`src/rtl/bankx_pkg.sv`:
```
package bankx_pkg;

  // Instruction cycle index; 0 means no instruction seen since reset.
  localparam int unsigned CYC_MAX = 7;
  localparam int unsigned CYC_W   = $clog2(CYC_MAX + 1);

  typedef logic [CYC_W-1:0] cyc_t;

  // Cycle index (opcode fetch = 1) of the data access for the addressing
  // modes that take a bank; 0 when the opcode takes none.
  function automatic cyc_t data_cycle(input logic [7:0] op);
    cyc_t r;
    r = '0;
    if (op[1:0] == 2'b01) begin
      case (op[4:2])
        3'b000:  r = cyc_t'(6);
        3'b001:  r = cyc_t'(3);
        3'b011:  r = cyc_t'(4);
        3'b101:  r = cyc_t'(4);
        default: r = '0;
      endcase
    end
    return r;
  endfunction

endpackage

```
`src/rtl/bankx_rst_sync.sv`:
```
module bankx_rst_sync (
  input  logic clk,
  input  logic rst_n,
  output logic rst_ns
);

  logic [1:0] stage_q;

  always_ff @(negedge clk or negedge rst_n) begin
    if (!rst_n) begin
      stage_q <= 2'b00;
    end else begin
      stage_q <= {stage_q[0], 1'b1};
    end
  end

  assign rst_ns = stage_q[1];

endmodule

```
`src/rtl/bankx_seq_tracker.sv`:
```
module bankx_seq_tracker
  import bankx_pkg::*;
#(
  parameter logic [7:0] PREFIX_OP = 8'h0B,
  parameter logic [7:0] RESET_OP  = 8'hEA
) (
  input  logic       clk,
  input  logic       rst_ns,
  input  logic       sync,
  input  logic [7:0] data,
  output logic [7:0] op_q,
  output cyc_t       cyc_q,
  output logic       live_q
);

  logic [7:0] op_d;
  cyc_t       cyc_d;
  logic       pend_q, pend_d;
  logic       live_d;
  logic       is_prefix;

  assign is_prefix = (data == PREFIX_OP);

  always_comb begin
    op_d   = op_q;
    cyc_d  = cyc_q;
    pend_d = pend_q;
    live_d = live_q;
    if (sync) begin
      op_d   = data;
      cyc_d  = cyc_t'(2);
      pend_d = is_prefix;
      live_d = pend_q && !is_prefix;
    end else if (cyc_q != '0 && cyc_q != cyc_t'(CYC_MAX)) begin
      cyc_d = cyc_q + cyc_t'(1);
    end
  end

  always_ff @(negedge clk or negedge rst_ns) begin
    if (!rst_ns) begin
      op_q   <= RESET_OP;
      cyc_q  <= '0;
      pend_q <= 1'b0;
      live_q <= 1'b0;
    end else begin
      op_q   <= op_d;
      cyc_q  <= cyc_d;
      pend_q <= pend_d;
      live_q <= live_d;
    end
  end

endmodule

```
`src/rtl/bankx_bank_reg.sv`:
```
module bankx_bank_reg
  import bankx_pkg::*;
#(
  parameter int unsigned DATA_W   = 8,
  parameter int unsigned BANK_W   = 8,
  parameter logic [7:0]  LOAD_OP  = 8'hD4,
  parameter int unsigned LOAD_CYC = 4
) (
  input  logic              clk,
  input  logic              rst_ns,
  input  logic              sync,
  input  logic              rw,
  input  logic [DATA_W-1:0] data,
  input  logic [7:0]        op_q,
  input  cyc_t              cyc_q,
  output logic [BANK_W-1:0] bank_q
);

  logic              cap_en;
  logic [BANK_W-1:0] bank_d;

  assign cap_en = !sync && rw && (op_q == LOAD_OP) && (cyc_q == cyc_t'(LOAD_CYC));

  always_comb begin
    bank_d = bank_q;
    if (cap_en) bank_d = data[BANK_W-1:0];
  end

  always_ff @(negedge clk or negedge rst_ns) begin
    if (!rst_ns) begin
      bank_q <= '0;
    end else begin
      bank_q <= bank_d;
    end
  end

endmodule

```
`src/rtl/bankx_hi_mux.sv`:
```
module bankx_hi_mux
  import bankx_pkg::*;
#(
  parameter int unsigned BANK_W = 8
) (
  input  logic              sync,
  input  logic              live_q,
  input  logic [7:0]        op_q,
  input  cyc_t              cyc_q,
  input  logic [BANK_W-1:0] bank_q,
  output logic [BANK_W-1:0] hi
);

  cyc_t dcyc;
  logic apply;

  assign dcyc  = data_cycle(op_q);
  assign apply = !sync && live_q && (dcyc != '0) && (cyc_q == dcyc);
  assign hi    = apply ? bank_q : '0;

endmodule

```
`src/rtl/bankx_prefix_ext.sv`:
```
module bankx_prefix_ext
  import bankx_pkg::*;
#(
  parameter int unsigned ADDR_W    = 16,
  parameter int unsigned DATA_W    = 8,
  parameter int unsigned BANK_W    = 8,
  parameter logic [7:0]  PREFIX_OP = 8'h0B,
  parameter logic [7:0]  LOAD_OP   = 8'hD4,
  parameter int unsigned LOAD_CYC  = 4
) (
  input  logic                     clk,
  input  logic                     rst_n,
  input  logic                     sync,
  input  logic                     rw,
  input  logic [ADDR_W-1:0]        addr,
  input  logic [DATA_W-1:0]        data,
  output logic [ADDR_W+BANK_W-1:0] addr_ext
);

  localparam int unsigned EXT_W = ADDR_W + BANK_W;

  logic              rst_ns;
  logic [7:0]        op_q;
  cyc_t              cyc_q;
  logic              live_q;
  logic [BANK_W-1:0] bank_q;
  logic [BANK_W-1:0] hi;

  bankx_rst_sync u_rst (
    .clk    (clk),
    .rst_n  (rst_n),
    .rst_ns (rst_ns)
  );

  bankx_seq_tracker #(
    .PREFIX_OP (PREFIX_OP)
  ) u_trk (
    .clk    (clk),
    .rst_ns (rst_ns),
    .sync   (sync),
    .data   (data[7:0]),
    .op_q   (op_q),
    .cyc_q  (cyc_q),
    .live_q (live_q)
  );

  bankx_bank_reg #(
    .DATA_W   (DATA_W),
    .BANK_W   (BANK_W),
    .LOAD_OP  (LOAD_OP),
    .LOAD_CYC (LOAD_CYC)
  ) u_bank (
    .clk    (clk),
    .rst_ns (rst_ns),
    .sync   (sync),
    .rw     (rw),
    .data   (data),
    .op_q   (op_q),
    .cyc_q  (cyc_q),
    .bank_q (bank_q)
  );

  bankx_hi_mux #(
    .BANK_W (BANK_W)
  ) u_mux (
    .sync   (sync),
    .live_q (live_q),
    .op_q   (op_q),
    .cyc_q  (cyc_q),
    .bank_q (bank_q),
    .hi     (hi)
  );

  assign addr_ext = EXT_W'({hi, addr});

endmodule

```
`config.mk`:
```
export PLATFORM = sky130hd
export DESIGN_NAME = bankx_prefix_ext
export DESIGN_NICKNAME = d
export VERILOG_FILES = /design/src/rtl/bankx_pkg.sv /design/src/rtl/bankx_rst_sync.sv /design/src/rtl/bankx_seq_tracker.sv /design/src/rtl/bankx_bank_reg.sv /design/src/rtl/bankx_hi_mux.sv /design/src/rtl/bankx_prefix_ext.sv
export SDC_FILE = /design/constraint.sdc
export NUM_CORES = 1
export LEC_CHECK = 0
export BUFFER_PORTS_ARGS = -buffer_cell sky130_fd_sc_hd__buf_2
export CORE_MARGIN = 2
export CORE_UTILIZATION = 40
export CTS_BUF_LIST = sky130_fd_sc_hd__clkbuf_16
export CTS_CLUSTER_SIZE = 8
export DETAILED_ROUTE_END_ITERATION = 7
export HOLD_SLACK_MARGIN = 0.05
export PLACE_DENSITY = 0.73
export REMOVE_ABC_BUFFERS = 1
export SLEW_MARGIN = 5
export SYNTH_ARGS = -nofsm -noshare
export SYNTH_HDL_FRONTEND = slang
export SYNTH_HIERARCHICAL = 1
export SYNTH_SLANG_ARGS = --single-unit
```
`constraint.sdc`:
```
create_clock -name clk -period 2.5 [get_ports clk]
set_input_delay 0.25 -clock clk [delete_from_list [all_inputs] [get_ports clk]]
set_output_delay 0.25 -clock clk [all_outputs]
set_load 0.005 [all_outputs]
```
# --- Word-level counts from Yosys, hierarchy flattened ---
# Cells that the tools add are included.
word_totals:
  ff_bits: 23
  output_inout_bits: 24
  mem_bits_ro: 0
  wordCells: 36
  ramBits: 0
  latchBits: 0
  n_memories: 0
  inputBits: 28
classes:
  shifts: 0
  multipliers: 0
  reduce_logical: 15
  n_eq_ne: 9
  bitwise_logic: 0
  order_cmp: 0
  n_div: 0
  addsub: 1
  muxes: 5
ops:
  columns: ["cell", "n"]
  rows:
  - ["2-to-1 mux 3 bit", 3]
  - ["case mux 3 bit (3 select lines)", 1]
  - ["equality test 8 x 4 -> 1 bit, second input constant", 1]
  - ["equality test 8 bit, second input constant", 1]
  - ["logical AND 1 bit", 8]
  - ["2-to-1 mux 8 bit", 1]
  - ["equality test 3 bit, second input constant", 2]
  - ["nonzero test 3 bit", 2]
  - ["adder 3 x 1 -> 3 bit, second input constant", 1]
  - ["equality test 3 x 1 -> 1 bit, second input constant", 1]
  - ["equality test 3 x 2 -> 1 bit, second input constant", 1]
  - ["equality test 3 bit", 1]
  - ["zero test 3 bit", 1]
  - ["inequality test 3 bit, second input constant", 1]
  - ["equality test 2 x 1 -> 1 bit, second input constant", 1]
  - ["zero test 1 bit", 2]
  - ["nonzero test 2 bit", 1]
  - ["OR reduction 2 bit", 1]

# --- Logic depth before layout (Yosys ltp) ---
# Gate-level depths: netlist of run 1.
depth:
  word_depth: 8
  ltp_mapped: 5
  ltp_nobuf: 5

# --- Hierarchy ---
# Netlist of run 1, hierarchy kept.
modules_own_cells:
  columns: ["module", "seq_area_each_um2", "cells_per_inst", "area_each_um2", "instances"]
  rows:
  - ["bankx_seq_tracker", 331.6, 42, 561.8, 1]
  - ["bankx_bank_reg", 200.2, 21, 362.8, 1]
  - ["bankx_hi_mux", 0.0, 26, 193.9, 1]
  - ["bankx_prefix_ext", 0.0, 16, 120.1, 1]
  - ["bankx_rst_sync", 50.0, 3, 53.8, 1]

==> flow_summary.json, run 1 <==
{
  "r2r-end": "u_bank/bank_q[1]",
  "cp.required_ns": 2.25,
  "hold-worst-slack_ns": 0.292,
  "gp_congestion": 0.784,
  "dieArea_um2": 3700,
  "endpoint": "addr_ext[20]",
  "yosys.area.top_type_share": 0.348,
  "clk_path_buf_depth": 2,
  "clock_latency_ns": 0.33,
  "yosysTopAreaCell": "dfrtn_1",
  "synth.distinct_cells": 32,
  "synth_seq_area_share": 0.450,
  "ios": 52,
  "reg2reg_setup_slack_ns": 0.88,
  "drt_first_iter_violations": 22,
  "internal_power_w": 0.000887,
  "leakage_nw": 0.744,
  "place_ws_ns": -0.345,
  "initial_core_util": 0.423,
  "worstPathMaxFanout": 8,
  "clock-sinks": 23,
  "clockPowerShare": 0.401,
  "cap_violations": 0,
  "drv_slew": 0,
  "clock-skew-final_ns": 0.0475,
  "nets": 166,
  "port_buffers": 19,
  "drive_gt1_frac": 0.570,
  "finalSetupViolCount": 8,
  "endpoint_kind": "primary output",
  "startpoint_type": "flop",
  "crit_path_start": "u_trk/op_q[3]",
  "cts_tree": "built",
  "ant_nets": 0,
  "fp.dieW_um": 60.8,
  "cts_buffers": 3,
  "outcome": "finished with violations",
  "ys_ff_latch": 23,
  "syn2layout_area_growth_pct": 22.9,
  "yosys_warnings": 6,
  "synth_cells": 108,
  "grt_max_degree": 22,
  "worst_ir_drop_vdd_uv": 300,
  "drc_errors": 0,
  "grt_pass1_wl_mm": 4.32,
  "avgSynthCellArea_um2": 12.0,
  "clk_pin_slew_ns": 0.05,
  "critical_path.reg2reg.startpoint": "u_trk/op_q[3]",
  "rows": 20,
  "firstDrtPassIters": 4,
  "cts_hold_buf": 0,
  "power_frac_seq": 0.372,
  "switching_share": 0.264,
  "worst_pin_slew_ns": 0.830,
  "power_density_nw_per_um2": 758,
  "globalRouteOverflowTotal": 0,
  "rsz0062_at_grt": "yes",
  "failed_checks": "negative setup slack",
  "setup-tns-final_ns": -4.80,
  "grt_pass1_vias": 913,
  "grt_antenna_before_repair": 0,
  "syn-cell-area_um2": 1290,
  "power.share.combinational": 0.227,
  "die_h_um": 60.8,
  "final-hold-violation-count": 0,
  "cp.arrival_ns": 2.86,
  "setup_ws_ns": -0.608,
  "vias_per_cell": 4.90,
  "yosys-top-cells-area": "dfrtn_1 35%, mux2_2 12%, dfstp_2 10%",
  "root_buffer": "clkbuf_16",
  "vias": 877,
  "p_switching_w": 0.000318,
  "coreArea_um2": 3050,
  "r2r_cells": 4,
  "routed_wl_mm": 2.76,
  "utilization": 0.520,
  "dpl.hpwl_mm": 2.12,
  "worstSetupPathType": "reg -> out",
  "hold_path.class": "reg -> async",
  "grt_usage": 0.162,
  "num_antenna_cells": 0,
  "h-tree-depth": 1,
  "relSlewSlack": 0.447,
  "routedWlPerCell_um": 15.4
}
[flip-flops by register name (all words and copies together), names as in the netlist]
name and cells:
u_trk/op_q 8, u_trk/cyc_q 3, u_trk/pend_q 1, u_rst/stage_q 2, u_bank/bank_q 8, u_trk/live_q 1
[metrics by stage]
step                      instances  cell area, um^2  power, W
after detailed placement        169             1440  0.000740
after global routing            179             1590   0.00127
after CTS                       178             1580   0.00121
after floorplan                  89             1150  0.000615
after global placement          169             1440  0.000718
final                           179             1590   0.00121
[cells in the mapped netlist]
cell type / count
a211o_1: 1
and4bb_2: 2
buf_2: 1
xnor2_1: 1
nor4bb_1: 1
dfrtn_1: 18
mux2i_1: 1
nor2_1: 4
dfstp_2: 5
buf_6: 1
and2b_1: 1
nand3_1: 8
and3b_1: 1
ha_1: 2
conb_1: 1
or3_1: 1
inv_1: 5
o211ai_4: 1
nand4_4: 1
mux2_2: 14
clkbuf_2: 1
a21oi_1: 1
mux2_1: 3
nor3b_4: 1
buf_4: 16
nor4_2: 1
a22oi_1: 1
a21oi_2: 8
nor2b_1: 1
nand2_1: 3
or4b_1: 1
o22ai_1: 1
[layer usage]
| metal | global-route usage | part of all wire | vias up |
|---|---|---|---|
| met5 | 0 | 0 | - |
| met1 | 0.192 | 0.42 | 420 |
| met2 | 0.261 | 0.48 | 40 |
| met4 | 0.0652 | 0.014 | 0 |
| met3 | 0.0661 | 0.087 | 4 |
| li1 | - | - | 413 |
[logic make-up after synthesis]
| family | count (synthesis) | synth area share |
|---|---|---|
| and+or+nand+nor | 26 | 0.149 |
| buffers and inverters | 24 | 0.124 |
| DFF | 23 | 0.450 |
| muxes | 18 | 0.156 |
| AOI/OAI and AO/OA | 13 | 0.0920 |
| adders and majority gates | 2 | 0.0194 |
| other | 1 | 0.00290 |
| xor gates and xnor gates | 1 | 0.00678 |
[placed cells by master (no fill, tap or decap)]
cell type and instances:
ha_1 2, a211o_1 1, dfrtn_1 18, buf_4 17, nand2_1 3, mux2i_1 1, mux2_1 3, nor2_2 1
a21oi_2 8, a22oi_1 1, buf_6 1, o22ai_1 1, and4bb_2 2, nor4_2 1, and2b_1 1, nor2b_1 1
a21oi_1 1, conb_1 1, nor4bb_2 1, inv_1 9, nand4_4 1, clkbuf_16 3, xnor2_1 1, or4b_1 1
nor2_1 3, nor3b_4 1, and3b_1 1, or3_1 1, dfstp_2 5, buf_2 19, bufinv_16 1, buf_12 1
o211ai_4 1, mux2_2 14, nand3_1 8
[critical path, stage by stage (launching register included)]
cell and delay, ns:
dfstp_2 0.53, nor2_2 0.04, or3_1 0.32, buf_6 0.16, a21oi_2 0.11, buf_2 0.12
[power groups by stage]
stage,registers (W),clock network (W),logic [W]
global placement,0.000453,0.0000149,0.000251
floorplan,0.000465,0.0000149,0.000135
detailed placement,0.000454,0.0000149,0.000272
CTS,0.000449,0.000487,0.000276
finish,0.000449,0.000483,0.000274
global route,0.000454,0.000513,0.000298
[layout make-up]
cell class / count / area [um^2]
clock inverters: 6 / 48.8
inverters: 4 / 15.0
well taps: 44 / 55.1
multi-input cells: 61 / 559
fillers: 284 / 1460
repair buffers: 38 / 254
clock buffers: 3 / 75.1
flip-flops and latches: 23 / 582
[worst min-delay path by stage]
stage,from,to,slack (ns),cells past startpoint
after global routing,u_rst/stage_q[0],u_rst/stage_q[1],0.32,0
after global placement,u_rst/stage_q[0],u_rst/stage_q[1],0.30,0
after floorplan,u_rst/stage_q[1],u_bank/bank_q[0],0.22,0
after CTS,u_rst/stage_q[0],u_rst/stage_q[1],0.30,0
final,u_rst/stage_q[1],u_bank/bank_q[2],0.29,0
after detailed placement,u_rst/stage_q[0],u_rst/stage_q[1],0.30,0
[what timing repair did]
| action | 4_1_cts | 5_1_grt |
|---|---|---|
| resized for setup | 2 | 1 |
| buffers inserted | 1 | 1 |
| pin swaps | 10 | 0 |
| endpoints found under the setup margin | 8 | 8 |
Note: power is estimated with default switching activity, not from simulation.
==> inputs of run 2 (changes only) <==
--- a/config.mk
+++ b/config.mk
@@ -12,8 +12,9 @@
 export CTS_CLUSTER_SIZE = 8
 export DETAILED_ROUTE_END_ITERATION = 7
 export HOLD_SLACK_MARGIN = 0.05
-export PLACE_DENSITY = 0.73
+export PLACE_DENSITY = 0.76
 export REMOVE_ABC_BUFFERS = 1
+export SKIP_CTS_REPAIR_TIMING = 1
 export SLEW_MARGIN = 5
 export SYNTH_ARGS = -nofsm -noshare
 export SYNTH_HDL_FRONTEND = slang
==> constraint.sdc (replaced) <==
create_clock -name clk -period 2.8 [get_ports clk]
set_input_delay 0.28 -clock clk [delete_from_list [all_inputs] [get_ports clk]]
set_output_delay 0.28 -clock clk [all_outputs]
set_load 0.005 [all_outputs]
==> flow_summary.json, run 2 (synthesis gave the netlist of run 1 again) <==
{
  "rows": 20,
  "utilization": 0.514,
  "final-hold-violation-count": 0,
  "routedWlPerCell_um": 15.4,
  "port_buffers": 19,
  "vias": 910,
  "root_buffer": "clkbuf_16",
  "finalPower_w": 0.00103,
  "h-tree-depth": 1,
  "leakage_nw": 0.737,
  "critical_path.reg2reg.startpoint": "u_trk/op_q[3]",
  "clk_pin_slew_ns": 0.05,
  "vias_per_cell": 5.11,
  "clk_path_buf_depth": 2,
  "dieArea_um2": 3700,
  "clock-skew-final_ns": 0.0530,
  "startpoint_type": "flop",
  "power_frac_seq": 0.385,
  "ant_nets": 0,
  "routed_wl_mm": 2.75,
  "mostFrequentLayoutCell": "buf_2",
  "grt_antenna_before_repair": 0,
  "final_area_um2": 1570,
  "coreArea_um2": 3050,
  "relSlewSlack": 0.451,
  "internal_power_w": 0.000753,
  "worst_pin_slew_ns": 0.823,
  "initial_core_util": 0.423,
  "setup_ws_ns": -0.499,
  "worst_ir_drop_vdd_uv": 219,
  "drv_slew": 0,
  "grt_pass1_wl_mm": 4.49,
  "grt_max_degree": 22,
  "outcome": "finished with violations",
  "final_cell_mix": "19 x buf_2, 18 x dfrtn_1, 16 x buf_4",
  "power_density_nw_per_um2": 658,
  "p_switching_w": 0.000281,
  "power.share.combinational": 0.232,
  "rsz0062_at_grt": "yes",
  "num_antenna_cells": 0,
  "top_regs": "u_bank/bank_q x8, u_trk/op_q x8, u_trk/cyc_q x3",
  "dpl.hpwl_mm": 2.06,
  "cp.required_ns": 2.52,
  "hold-worst-slack_ns": 0.288,
  "clockPowerShare": 0.382,
  "finalSetupViolCount": 8,
  "reg2reg_setup_slack_ns": 1.19,
  "syn2layout_area_growth_pct": 21.5,
  "worstSetupPathType": "reg -> out",
  "worstPathMaxFanout": 8,
  "die_h_um": 60.8,
  "ios": 52,
  "globalRouteOverflowTotal": 0,
  "grt_pass1_vias": 970,
  "r2r_cells": 4,
  "cap_violations": 0,
  "r2r-end": "u_bank/bank_q[5]",
  "placed_area_um2": 1440,
  "crit_path_start": "u_trk/op_q[3]",
  "drt_first_iter_violations": 51,
  "firstDrtPassIters": 4,
  "failed_checks": "negative setup slack",
  "clock-sinks": 23,
  "setup-tns-final_ns": -3.92,
  "switching_share": 0.271,
  "cp.arrival_ns": 3.02,
  "cts_buffers": 3,
  "cts_tree": "built",
  "drc_errors": 0,
  "fp.dieW_um": 60.8,
  "grt_usage": 0.170,
  "hold_path.class": "reg -> async",
  "drive_gt1_frac": 0.560,
  "clock_latency_ns": 0.34,
  "endpoint_kind": "primary output",
  "gp_congestion": 0.766,
  "nets": 165
}
-- run 2: layout make-up --
| cell class | instances | area (um^2) |
|---|---|---|
| well taps | 44 | 55.1 |
| multi-input cells | 61 | 553 |
| clock inverters | 5 | 18.8 |
| inverters | 4 | 15.0 |
| fillers | 274 | 1480 |
| repair buffers | 37 | 246 |
| flip-flops and latches | 23 | 582 |
| clock buffers | 4 | 100 |
-- run 2: power groups by stage --
stage	Sequential [W]	Combinational [W]	Clock [W]
6_report	0.000398	0.000240	0.000395
5_1_grt	0.000405	0.000268	0.000415
4_1_cts	0.000398	0.000239	0.000400
3_5_place_dp	0.000402	0.000236	0.0000133
3_3_place_gp	0.000402	0.000225	0.0000133
2_1_floorplan	0.000415	0.000120	0.0000133
-- run 2: per-stage QoR --
stage | instances | worst slack (ns)
finish | 178 | -0.499
global route | 178 | -0.550
CTS | 177 | -0.569
detailed placement | 169 | -0.229
global placement | 169 | -0.196
floorplan | 89 | -0.310
-- run 2: worst max path at each step --
stage	endpoint	slack, ns
after floorplan	addr_ext[16]	-0.31
after global placement	addr_ext[22]	-0.20
after detailed placement	addr_ext[16]	-0.23
after CTS	addr_ext[16]	-0.57
after global routing	addr_ext[19]	-0.55
final	addr_ext[16]	-0.50
-- run 2: routing by layer --
metal	up-vias	track usage	wire (um)
met5	-	0	0
met4	0	0.0932	64
met3	6	0.0682	257
met2	49	0.270	1330
met1	440	0.197	1090
li1	415	-	-
-- run 2: worst max-delay path, cell delays in order, from the launching register on --
cell and delay, ns:
dfstp_2 0.53, nor2_2 0.04, or3_1 0.33, buf_6 0.16
a21oi_2 0.11, buf_2 0.12
==> inputs of run 3 (changes only) <==
--- a/config.mk
+++ b/config.mk
@@ -12,7 +12,7 @@
 export CTS_CLUSTER_SIZE = 8
 export DETAILED_ROUTE_END_ITERATION = 7
 export HOLD_SLACK_MARGIN = 0.05
-export PLACE_DENSITY = 0.76
+export PLACE_DENSITY = 0.71
 export REMOVE_ABC_BUFFERS = 1
 export SKIP_CTS_REPAIR_TIMING = 1
 export SLEW_MARGIN = 5
==> flow_summary.json, run 3 (synthesis gave the netlist of run 1 again) <==
{
  "outcome": "finished with violations",
  "failed_checks": "negative setup slack",
  "startpoint_type": "flop",
  "path_cells": "nor2_2 > or3_1 > buf_6 > a21oi_2 > buf_2",
  "clock-skew-final_ns": 0.0481,
  "routedWlPerCell_um": 14.6,
  "grt_pass1_wl_mm": 4.11,
  "clk_pin_slew_ns": 0.04,
  "worst_pin_slew_ns": 0.834,
  "drv_slew": 0,
  "dpl.hpwl_mm": 2.07,
  "globalRouteOverflowTotal": 0,
  "utilization": 0.512,
  "relSlewSlack": 0.444,
  "critical-path-max-stage-delay_ns": 0.52,
  "worstSetupPathType": "reg -> out",
  "stdcell_count": 180,
  "ios": 52,
  "cts_buffers": 3,
  "multi_input_comb_area_um2": 553,
  "drive_gt1_frac": 0.566,
  "vias": 886,
  "grt_antenna_before_repair": 0,
  "die_h_um": 60.8,
  "dieArea_um2": 3700,
  "worstPathMaxFanout": 8,
  "firstDrtPassIters": 4,
  "clk_path_buf_depth": 2,
  "power_density_nw_per_um2": 626,
  "vias_per_cell": 4.92,
  "place_ws_ns": -0.225,
  "dp.cells": 171,
  "cp.required_ns": 2.52,
  "coreArea_um2": 3050,
  "syn2layout_area_growth_pct": 21.0,
  "drt_first_iter_violations": 50,
  "grt_max_degree": 22,
  "cp.arrival_ns": 3.02,
  "fp.dieW_um": 60.8,
  "hold_path.class": "reg -> async",
  "mostFrequentLayoutCell": "buf_2",
  "gp_congestion": 0.786,
  "clock_latency_ns": 0.33,
  "ant_nets": 0,
  "cap_violations": 0,
  "cts_tree": "built",
  "nets": 167,
  "clock-sinks": 23,
  "regArea_um2": 582,
  "cp.buffers_inverters": 2,
  "crit_slowest_cell": "dfstp_2",
  "initial_core_util": 0.423,
  "finalSetupViolCount": 8,
  "port_buffers": 19,
  "grt_pass1_vias": 877,
  "grt_usage": 0.156,
  "final_cell_mix": "19 x buf_2, 18 x buf_4, 18 x dfrtn_1",
  "top_regs": "u_bank/bank_q x8, u_trk/op_q x8, u_trk/cyc_q x3",
  "crit_family": "flip-flops",
  "leakage_nw": 0.739,
  "num_antenna_cells": 0,
  "root_buffer": "clkbuf_16",
  "routed_wl_mm": 2.62,
  "drc_errors": 0,
  "final-hold-violation-count": 0,
  "fillerInstances": 279,
  "h-tree-depth": 1,
  "worst_ir_drop_vdd_uv": 298,
  "setup_ws_ns": -0.505,
  "setup-tns-final_ns": -3.86,
  "rows": 20,
  "endpoint_kind": "primary output",
  "rsz0062_at_grt": "yes"
}
## run 3: cell count changes in the layout (fill, tap and decap cells not counted), sizes merged
cell	before	now
buf	37	39
clkbuf	4	3
inv	9	10
## run 3: path summary, 6_finish.rpt
path / from / endpoint / slack (ns) / cells past startpoint
max: u_trk/op_q[3] / addr_ext[21] / -0.50 / 5
min: u_rst/stage_q[1] / u_trk/cyc_q[1] / 0.30 / 0
max reg2reg: u_trk/cyc_q[0] / u_trk/cyc_q[1] / 1.15 / 7
min reg2reg: u_rst/stage_q[1] / u_trk/cyc_q[1] / 0.30 / 0
max in group asynchronous: rst_n / u_rst/stage_q[1] / 1.62 / 1
min in group clk: u_rst/stage_q[0] / u_rst/stage_q[1] / 0.30 / 0
## run 3: per-layer routing
layer | track usage | wire length (um) | vias up
met1 | 0.193 | 1150 | 422
met4 | 0.0652 | 42 | 0
met2 | 0.230 | 1190 | 39
met3 | 0.0789 | 241 | 5
met5 | 0 | 0 | -
li1 | - | - | 420
## run 3: power breakdown
group	switching (W)	leakage, nW	internal, W
clock network	0.000131	0.0679	0.000201
registers	0.0000246	0.287	0.000373
logic	0.000119	0.385	0.000132
total	0.000274	0.739	0.000706
## run 3: area by class of cell
class,instances,area share
Inverter,4,0.00960
Clock buffer,3,0.0480
Multi-Input combinational cell,61,0.354
Sequential cell,23,0.372
Tap cell,44,0.0352
Clock inverter,6,0.0144
Timing Repair Buffer,39,0.167
## run 3: stage by stage
step,instance area (um^2),total power [W],hold WS (ns)
6_report,1560,0.000980,0.295
3_5_place_dp,1460,0.000664,0.302
4_1_cts,1550,0.000989,0.302
5_1_grt,1560,0.00104,0.302
2_1_floorplan,1150,0.000549,0.217
3_3_place_gp,1460,0.000651,0.297
